$ cat config.mk
export PLATFORM = sky130hd
export DESIGN_NAME = sram_bsel_ctrl
export DESIGN_NICKNAME = d
export VERILOG_FILES = /design/src/rtl/sbc_pkg.sv /design/src/rtl/sbc_cfg_reg.sv /design/src/rtl/sbc_fsm.sv /design/src/rtl/sbc_strobe_gen.sv /design/src/rtl/sram_bsel_ctrl.sv
export SDC_FILE = /design/constraint.sdc
export NUM_CORES = 1
export LEC_CHECK = 0
export ABC_AREA = 1
export ABC_CLOCK_PERIOD_IN_PS = 1500
export BUFFER_PORTS_ARGS = -buffer_cell sky130_fd_sc_hd__buf_2
export CAP_MARGIN = 10
export CORE_UTILIZATION = 40
export DETAILED_ROUTE_END_ITERATION = 8
export GPL_ROUTABILITY_DRIVEN = 1
export GPL_TIMING_DRIVEN = 0
export PLACE_DENSITY = 0.74
export SLEW_MARGIN = 40
export SYNTH_ARGS = -nofsm -noshare
export SYNTH_HDL_FRONTEND = slang
export SYNTH_SLANG_ARGS = --single-unit
$ cat constraint.sdc
create_clock -name clk_2x -period 1.5 [get_ports clk_2x]
set_clock_uncertainty 0.05 [all_clocks]
set_input_delay 0.075 -clock clk_2x [delete_from_list [all_inputs] [get_ports clk_2x]]
set_output_delay 0.075 -clock clk_2x [all_outputs]
set_load 0.05 [all_outputs]
$ cat src/rtl/sbc_pkg.sv
package sbc_pkg;

    localparam int CFG_W = 16;
    localparam int CNT_W = 6;

    typedef enum logic [2:0] {
        ST_IDLE,
        ST_SETUP,
        ST_STROBE,
        ST_HOLD,
        ST_DONE
    } sbc_state_e;

    // Field placement: [9] mode, [8:6] write wait code, [5:2] read wait, [1:0] setup
    typedef struct packed {
        logic       bsel;
        logic [2:0] wwait;
        logic [3:0] rwait;
        logic [1:0] setup;
    } sbc_cfg_t;

    localparam int CFG_USED = $bits(sbc_cfg_t);

    // Ticks in SETUP = 2*su + 1, counter loaded with ticks-1
    function automatic logic [CNT_W-1:0] setup_load(input logic [1:0] su);
        return CNT_W'({su, 1'b0});
    endfunction

    // Wait cycles actually applied for this access
    function automatic logic [3:0] eff_wait(input sbc_cfg_t c, input logic wr);
        if (wr && (c.wwait != 3'd0)) begin
            return {1'b0, c.wwait} - 4'd1;
        end
        return c.rwait;
    endfunction

    // Ticks in STROBE = 2*(1+w), counter loaded with ticks-1
    function automatic logic [CNT_W-1:0] strobe_load(input logic [3:0] w);
        return CNT_W'({w, 1'b1});
    endfunction

endpackage

$ cat src/rtl/sbc_cfg_reg.sv
module sbc_cfg_reg
    import sbc_pkg::*;
(
    input  logic             clk,
    input  logic             rst_n,
    input  logic             we,
    input  logic [CFG_W-1:0] wdata,
    output sbc_cfg_t         cfg,
    output logic [CFG_W-1:0] rdata
);

    localparam logic [CFG_W-1:0] USED_MASK = CFG_W'((1 << CFG_USED) - 1);

    logic [CFG_W-1:0] word_q;

    always_ff @(posedge clk or negedge rst_n) begin
        if (!rst_n) begin
            word_q <= '0;
        end else if (we) begin
            word_q <= wdata & USED_MASK;
        end
    end

    assign cfg   = sbc_cfg_t'(word_q[CFG_USED-1:0]);
    assign rdata = word_q;

endmodule

$ cat src/rtl/sbc_fsm.sv
module sbc_fsm
    import sbc_pkg::*;
(
    input  logic       clk,
    input  logic       rst_n,
    input  logic       req_valid,
    input  logic       req_write,
    input  sbc_cfg_t   cfg,
    output sbc_state_e st,
    output logic       ready,
    output logic       accept,
    output logic       capture,
    output logic       wr_q,
    output logic       mode_q
);

    sbc_state_e       st_nx;
    logic [CNT_W-1:0] cnt_q;
    logic [CNT_W-1:0] cnt_nx;
    logic [CNT_W-1:0] str_ld_q;
    logic             cnt_zero;

    assign ready    = (st == ST_IDLE);
    assign accept   = ready && req_valid;
    assign cnt_zero = (cnt_q == '0);
    assign capture  = (st == ST_STROBE) && cnt_zero && !wr_q;

    always_comb begin
        st_nx  = st;
        cnt_nx = cnt_q;
        unique case (st)
            ST_IDLE: begin
                if (req_valid) begin
                    st_nx  = ST_SETUP;
                    cnt_nx = setup_load(cfg.setup);
                end
            end
            ST_SETUP: begin
                if (cnt_zero) begin
                    st_nx  = ST_STROBE;
                    cnt_nx = str_ld_q;
                end else begin
                    cnt_nx = cnt_q - 1'b1;
                end
            end
            ST_STROBE: begin
                if (cnt_zero) begin
                    st_nx = ST_HOLD;
                end else begin
                    cnt_nx = cnt_q - 1'b1;
                end
            end
            ST_HOLD: st_nx = ST_DONE;
            ST_DONE: st_nx = ST_IDLE;
            default: st_nx = ST_IDLE;
        endcase
    end

    always_ff @(posedge clk or negedge rst_n) begin
        if (!rst_n) begin
            st       <= ST_IDLE;
            cnt_q    <= '0;
            str_ld_q <= '0;
            wr_q     <= 1'b0;
            mode_q   <= 1'b0;
        end else begin
            st    <= st_nx;
            cnt_q <= cnt_nx;
            if (accept) begin
                str_ld_q <= strobe_load(eff_wait(cfg, req_write));
                wr_q     <= req_write;
                mode_q   <= cfg.bsel;
            end
        end
    end

endmodule

$ cat src/rtl/sbc_strobe_gen.sv
module sbc_strobe_gen
    import sbc_pkg::*;
#(
    parameter int LANES = 4
) (
    input  sbc_state_e       st,
    input  logic             wr_q,
    input  logic             mode_q,
    input  logic [LANES-1:0] be_q,
    output logic             cs_n,
    output logic             rd_n,
    output logic [LANES-1:0] we_n,
    output logic             rdwr,
    output logic             dq_oe,
    output logic             done
);

    logic in_access;
    logic in_strobe;
    logic lane_window;

    assign in_strobe   = (st == ST_STROBE);
    assign in_access   = (st == ST_SETUP) || in_strobe || (st == ST_HOLD);
    assign lane_window = mode_q ? in_access : (in_strobe && wr_q);

    assign cs_n  = !in_access;
    assign rd_n  = !(in_strobe && !wr_q);
    assign rdwr  = !(wr_q && (mode_q ? in_strobe : in_access));
    assign dq_oe = wr_q && in_access;
    assign done  = (st == ST_DONE);

    for (genvar i = 0; i < LANES; i++) begin : g_lane
        assign we_n[i] = !(be_q[i] && lane_window);
    end

endmodule

$ cat src/rtl/sram_bsel_ctrl.sv
module sram_bsel_ctrl
    import sbc_pkg::*;
#(
    parameter int ADDR_W = 20,
    parameter int DATA_W = 32
) (
    input  logic                   clk_2x,
    input  logic                   rst_n,
    input  logic                   cfg_we,
    input  logic [CFG_W-1:0]       cfg_wdata,
    output logic [CFG_W-1:0]       cfg_rdata,
    input  logic                   req_valid,
    input  logic                   req_write,
    input  logic [ADDR_W-1:0]      req_addr,
    input  logic [DATA_W-1:0]      req_wdata,
    input  logic [DATA_W/8-1:0]    req_be,
    output logic                   req_ready,
    output logic                   rsp_done,
    output logic [DATA_W-1:0]      rsp_rdata,
    output logic [ADDR_W-1:0]      mem_addr,
    output logic                   mem_cs_n,
    output logic                   mem_rd_n,
    output logic [DATA_W/8-1:0]    mem_we_n,
    output logic                   mem_rdwr,
    output logic [DATA_W-1:0]      mem_dq_out,
    output logic                   mem_dq_oe,
    input  logic [DATA_W-1:0]      mem_dq_in
);

    localparam int LANES = DATA_W / 8;

    sbc_cfg_t         cfg;
    sbc_state_e       st;
    logic             accept;
    logic             capture;
    logic             wr_q;
    logic             mode_q;
    logic [ADDR_W-1:0] addr_q;
    logic [DATA_W-1:0] wdata_q;
    logic [DATA_W-1:0] rdata_q;
    logic [LANES-1:0]  be_q;

    sbc_cfg_reg u_cfg (
        .clk   (clk_2x),
        .rst_n (rst_n),
        .we    (cfg_we),
        .wdata (cfg_wdata),
        .cfg   (cfg),
        .rdata (cfg_rdata)
    );

    sbc_fsm u_fsm (
        .clk       (clk_2x),
        .rst_n     (rst_n),
        .req_valid (req_valid),
        .req_write (req_write),
        .cfg       (cfg),
        .st        (st),
        .ready     (req_ready),
        .accept    (accept),
        .capture   (capture),
        .wr_q      (wr_q),
        .mode_q    (mode_q)
    );

    sbc_strobe_gen #(.LANES(LANES)) u_strb (
        .st     (st),
        .wr_q   (wr_q),
        .mode_q (mode_q),
        .be_q   (be_q),
        .cs_n   (mem_cs_n),
        .rd_n   (mem_rd_n),
        .we_n   (mem_we_n),
        .rdwr   (mem_rdwr),
        .dq_oe  (mem_dq_oe),
        .done   (rsp_done)
    );

    always_ff @(posedge clk_2x or negedge rst_n) begin
        if (!rst_n) begin
            addr_q  <= '0;
            wdata_q <= '0;
            be_q    <= '0;
            rdata_q <= '0;
        end else begin
            if (accept) begin
                addr_q  <= req_addr;
                wdata_q <= req_wdata;
                be_q    <= req_be;
            end
            if (capture) begin
                rdata_q <= mem_dq_in;
            end
        end
    end

    assign mem_addr   = addr_q;
    assign mem_dq_out = wdata_q;
    assign rsp_rdata  = rdata_q;

endmodule

==> impl_metrics.env <==
export IMPL_power_density_nw_per_um2=2420
export IMPL_syn_area_um2=4940
export IMPL_cts_tree="done"
export IMPL_ys_top_cells_by_area="dfrtp_1, nand2_1, o21ai_2, inv_1, o21ai_0"
export IMPL_synth_edff_count=0
export IMPL_power_w=0.0214
export IMPL_dp_hpwl_mm=8.55
export IMPL_port_buffers=205
export IMPL_rows=40
export IMPL_critPathMaxStageDelay_ps=440
export IMPL_r2r_start="u_fsm.st[0]"
export IMPL_dieArea_um2=12800
export IMPL_hold_slack_ps=15.0
export IMPL_synthCells=556
export IMPL_fin_crit_ps=1950
export IMPL_nets=1035
export IMPL_hold_path_depth=2
export IMPL_fp_dieH_um=113
export IMPL_cp_required_ps=1370
export IMPL_n_antenna_cell=0
export IMPL_viasPerCell=4.69
export IMPL_grt_max_degree=63
export IMPL_crit_family="flip-flops"
export IMPL_place_gp_congestion=0.804
export IMPL_root_buffer="clkbuf_16"
export IMPL_setup_violations_final=113
export IMPL_path_class="reg2out"
export IMPL_yosysWarnings=0
export IMPL_worstSetupEndpointType="output pin"
export IMPL_first_pass_iters=4
export IMPL_clk_pin_slew_worst_paths_ps=50
export IMPL_hp_start="cfg_we"
export IMPL_synth_ff_type="dfrtp_1"
export IMPL_crit_chain="nor2_4 > nand2_4 > nand2_4 > inv_4 > o21ai_4 > inv_4 > o21ai_4 > buf_12 > nand2_4 > buf_8"
export IMPL_status="finished with violations"
export IMPL_cts_buffers=17
export IMPL_arrival_ps=1830
export IMPL_place_area_um2=6370
export IMPL_overflow=0
export IMPL_crit_start="u_fsm.st[1]"
export IMPL_post_drt_wl_per_cell_um=15.3
export IMPL_min_path_type="in2reg"
export IMPL_area_growth_pct=78.4
export IMPL_crit_cells=10
export IMPL_start_util_pct=41.1
export IMPL_grt_pass1_vias=5399
export IMPL_final_cell_mix="nand2_1, buf_2, dfrtp_1, dlygate4sd3_1, inv_1"
export IMPL_r2r_cells=10
export IMPL_stdcell_area_um2=8810
export IMPL_vias=5064
export IMPL_ir_drop_mv=1.59
export IMPL_clock_sinks=114
export IMPL_grtUsageTotal_pct=26.7
export IMPL_drc=0
export IMPL_synthArstFlopShare_pct=100
export IMPL_slew_viol_final=0
export IMPL_critPathBufInv=4
export IMPL_clk_latency_ps=410
export IMPL_fin_crit_sh_pct=130
export IMPL_ff_latch_area_um2=2860
export IMPL_fmax_mhz=512
export IMPL_drive_above_1_share_pct=43.7
export IMPL_crit_path_start_kind="flop"
export IMPL_final_antenna_net_count=0
export IMPL_slowest_stage="dfrtp_2"
export IMPL_final_hold_viol_count=0
export IMPL_yosysSeqAreaShare_pct=57.7
export IMPL_maxCapViolCount=0
export IMPL_worst_path_most_repeated_cell="nand2_4"
export IMPL_crit_fanout=4
export IMPL_cts_path_max_buffers=2
export IMPL_antenna_found_initial=0
export IMPL_p_leak_nw=4.76
export IMPL_rsz0062_at_grt="yes"
export IMPL_yosysTopAreaCell="dfrtp_1"
export IMPL_final_common_cell="nand2_1"
export IMPL_fill_cells=758
export IMPL_io_pin_count=219
export IMPL_wl_mm=16.5
export IMPL_synth_cell_type_count=29
export IMPL_drt_iter0_drc=224
export IMPL_die_width_um=113
export IMPL_yosys_register_bits=114
export IMPL_synth_top_area_share_pct=57.7
export IMPL_multi_input_comb_area_um2=2050
export IMPL_violations="negative setup slack"
export IMPL_grt_pass1_wl_mm=26.1
export IMPL_syn_area_per_cell_um2=8.89
export IMPL_tns_ps=-22790
export IMPL_core_area_um2=12000
export IMPL_worst_slack_ps=-452
export IMPL_ctsHtreeMaxLevel=4
## registers in the layout (all words and copies together), names as in the netlist
signal	count
u_fsm.cnt_q	6
u_fsm.str_ld_q	5
be_q	4
u_cfg.rdata	10
mem_addr	20
mem_dq_out	32
rsp_rdata	32
u_fsm.mode_q	1
u_fsm.wr_q	1
u_fsm.st	3
## routing by layer
layer	vias to the layer above	global-route usage [%]	routed length, um
met5	-	0	0
met4	0	14.5	635
met3	58	7.61	1040
met2	211	48.6	8620
met1	2383	27.7	6220
li1	2412	-	-
## report_power, final
part | switching (W) | total, W | internal [W]
sequential | 0.00101 | 0.00549 | 0.00448
combinational | 0.00826 | 0.0122 | 0.00395
clock | 0.00134 | 0.00367 | 0.00233
total | 0.0106 | 0.0214 | 0.0108
## Yosys cell counts (2+ instances only)
| cell | instances |
|---|---|
| nand2_1 | 251 |
| dfrtp_1 | 114 |
| inv_1 | 55 |
| o21ai_2 | 32 |
| o21ai_0 | 20 |
| nand2_2 | 12 |
| nor2_1 | 11 |
| clkbuf_1 | 8 |
| buf_2 | 7 |
| buf_6 | 7 |
| nand3_1 | 7 |
| buf_4 | 6 |
| ha_1 | 4 |
| mux2_2 | 4 |
| inv_2 | 2 |
| nand4_1 | 2 |
| xnor2_1 | 2 |
## final cells by class
| class | instances | area share [%] |
|---|---|---|
| well taps | 147 | 2.09 |
| multi-input cells | 361 | 23.2 |
| clock inverters | 5 | 0.312 |
| inverters | 58 | 2.70 |
| plain buffers | 27 | 3.80 |
| flip-flops and latches | 114 | 32.4 |
| repair buffers | 343 | 29.6 |
| clock buffers | 24 | 5.81 |
## logic make-up (layout without fill, tap and decap cells)
family	Yosys count	count (layout)	synth area share, %
other	1	6	0.0759
flip-flops	114	114	57.7
multiplexers	4	4	0.912
adder cells (fa/ha/maj)	4	4	1.01
AO/OA/AOI/OAI	55	55	8.31
AND/OR/NAND/NOR	289	289	23.2
XOR/XNOR	3	3	0.532
buffers and inverters	86	457	8.26
## what timing repair did
item                       CTS  global route
buffers inserted            21             7
pin swaps                   16             7
hold endpoints to repair   213             0
cloned                      10             0
gates resized for setup    124            32
setup endpoints to repair  109           113
hold buffers               100             0
## through the flow
stage / util, % / setup slack (ps) / cells
after floorplan: - / -133 / 561
after global placement: 52.7 / -1300 / 913
after detailed placement: 53.1 / -242 / 914
after CTS: 72.1 / -474 / 1074
after global routing: 73.4 / -516 / 1079
final: 73.4 / -452 / 1079
## path summary, 6_finish.rpt
kind,slack [ps],to
worst max-delay path,-450,mem_we_n[2]
worst max register to register,-270,rsp_rdata[25]
worst min register to register,410,mem_dq_out[0]
min in group asynchronous,120,u_fsm.st[2]
max in group asynchronous,640,mem_dq_out[15]
worst min-delay path,20,u_cfg.rdata[2]
Power figures use the tool's default switching activity.
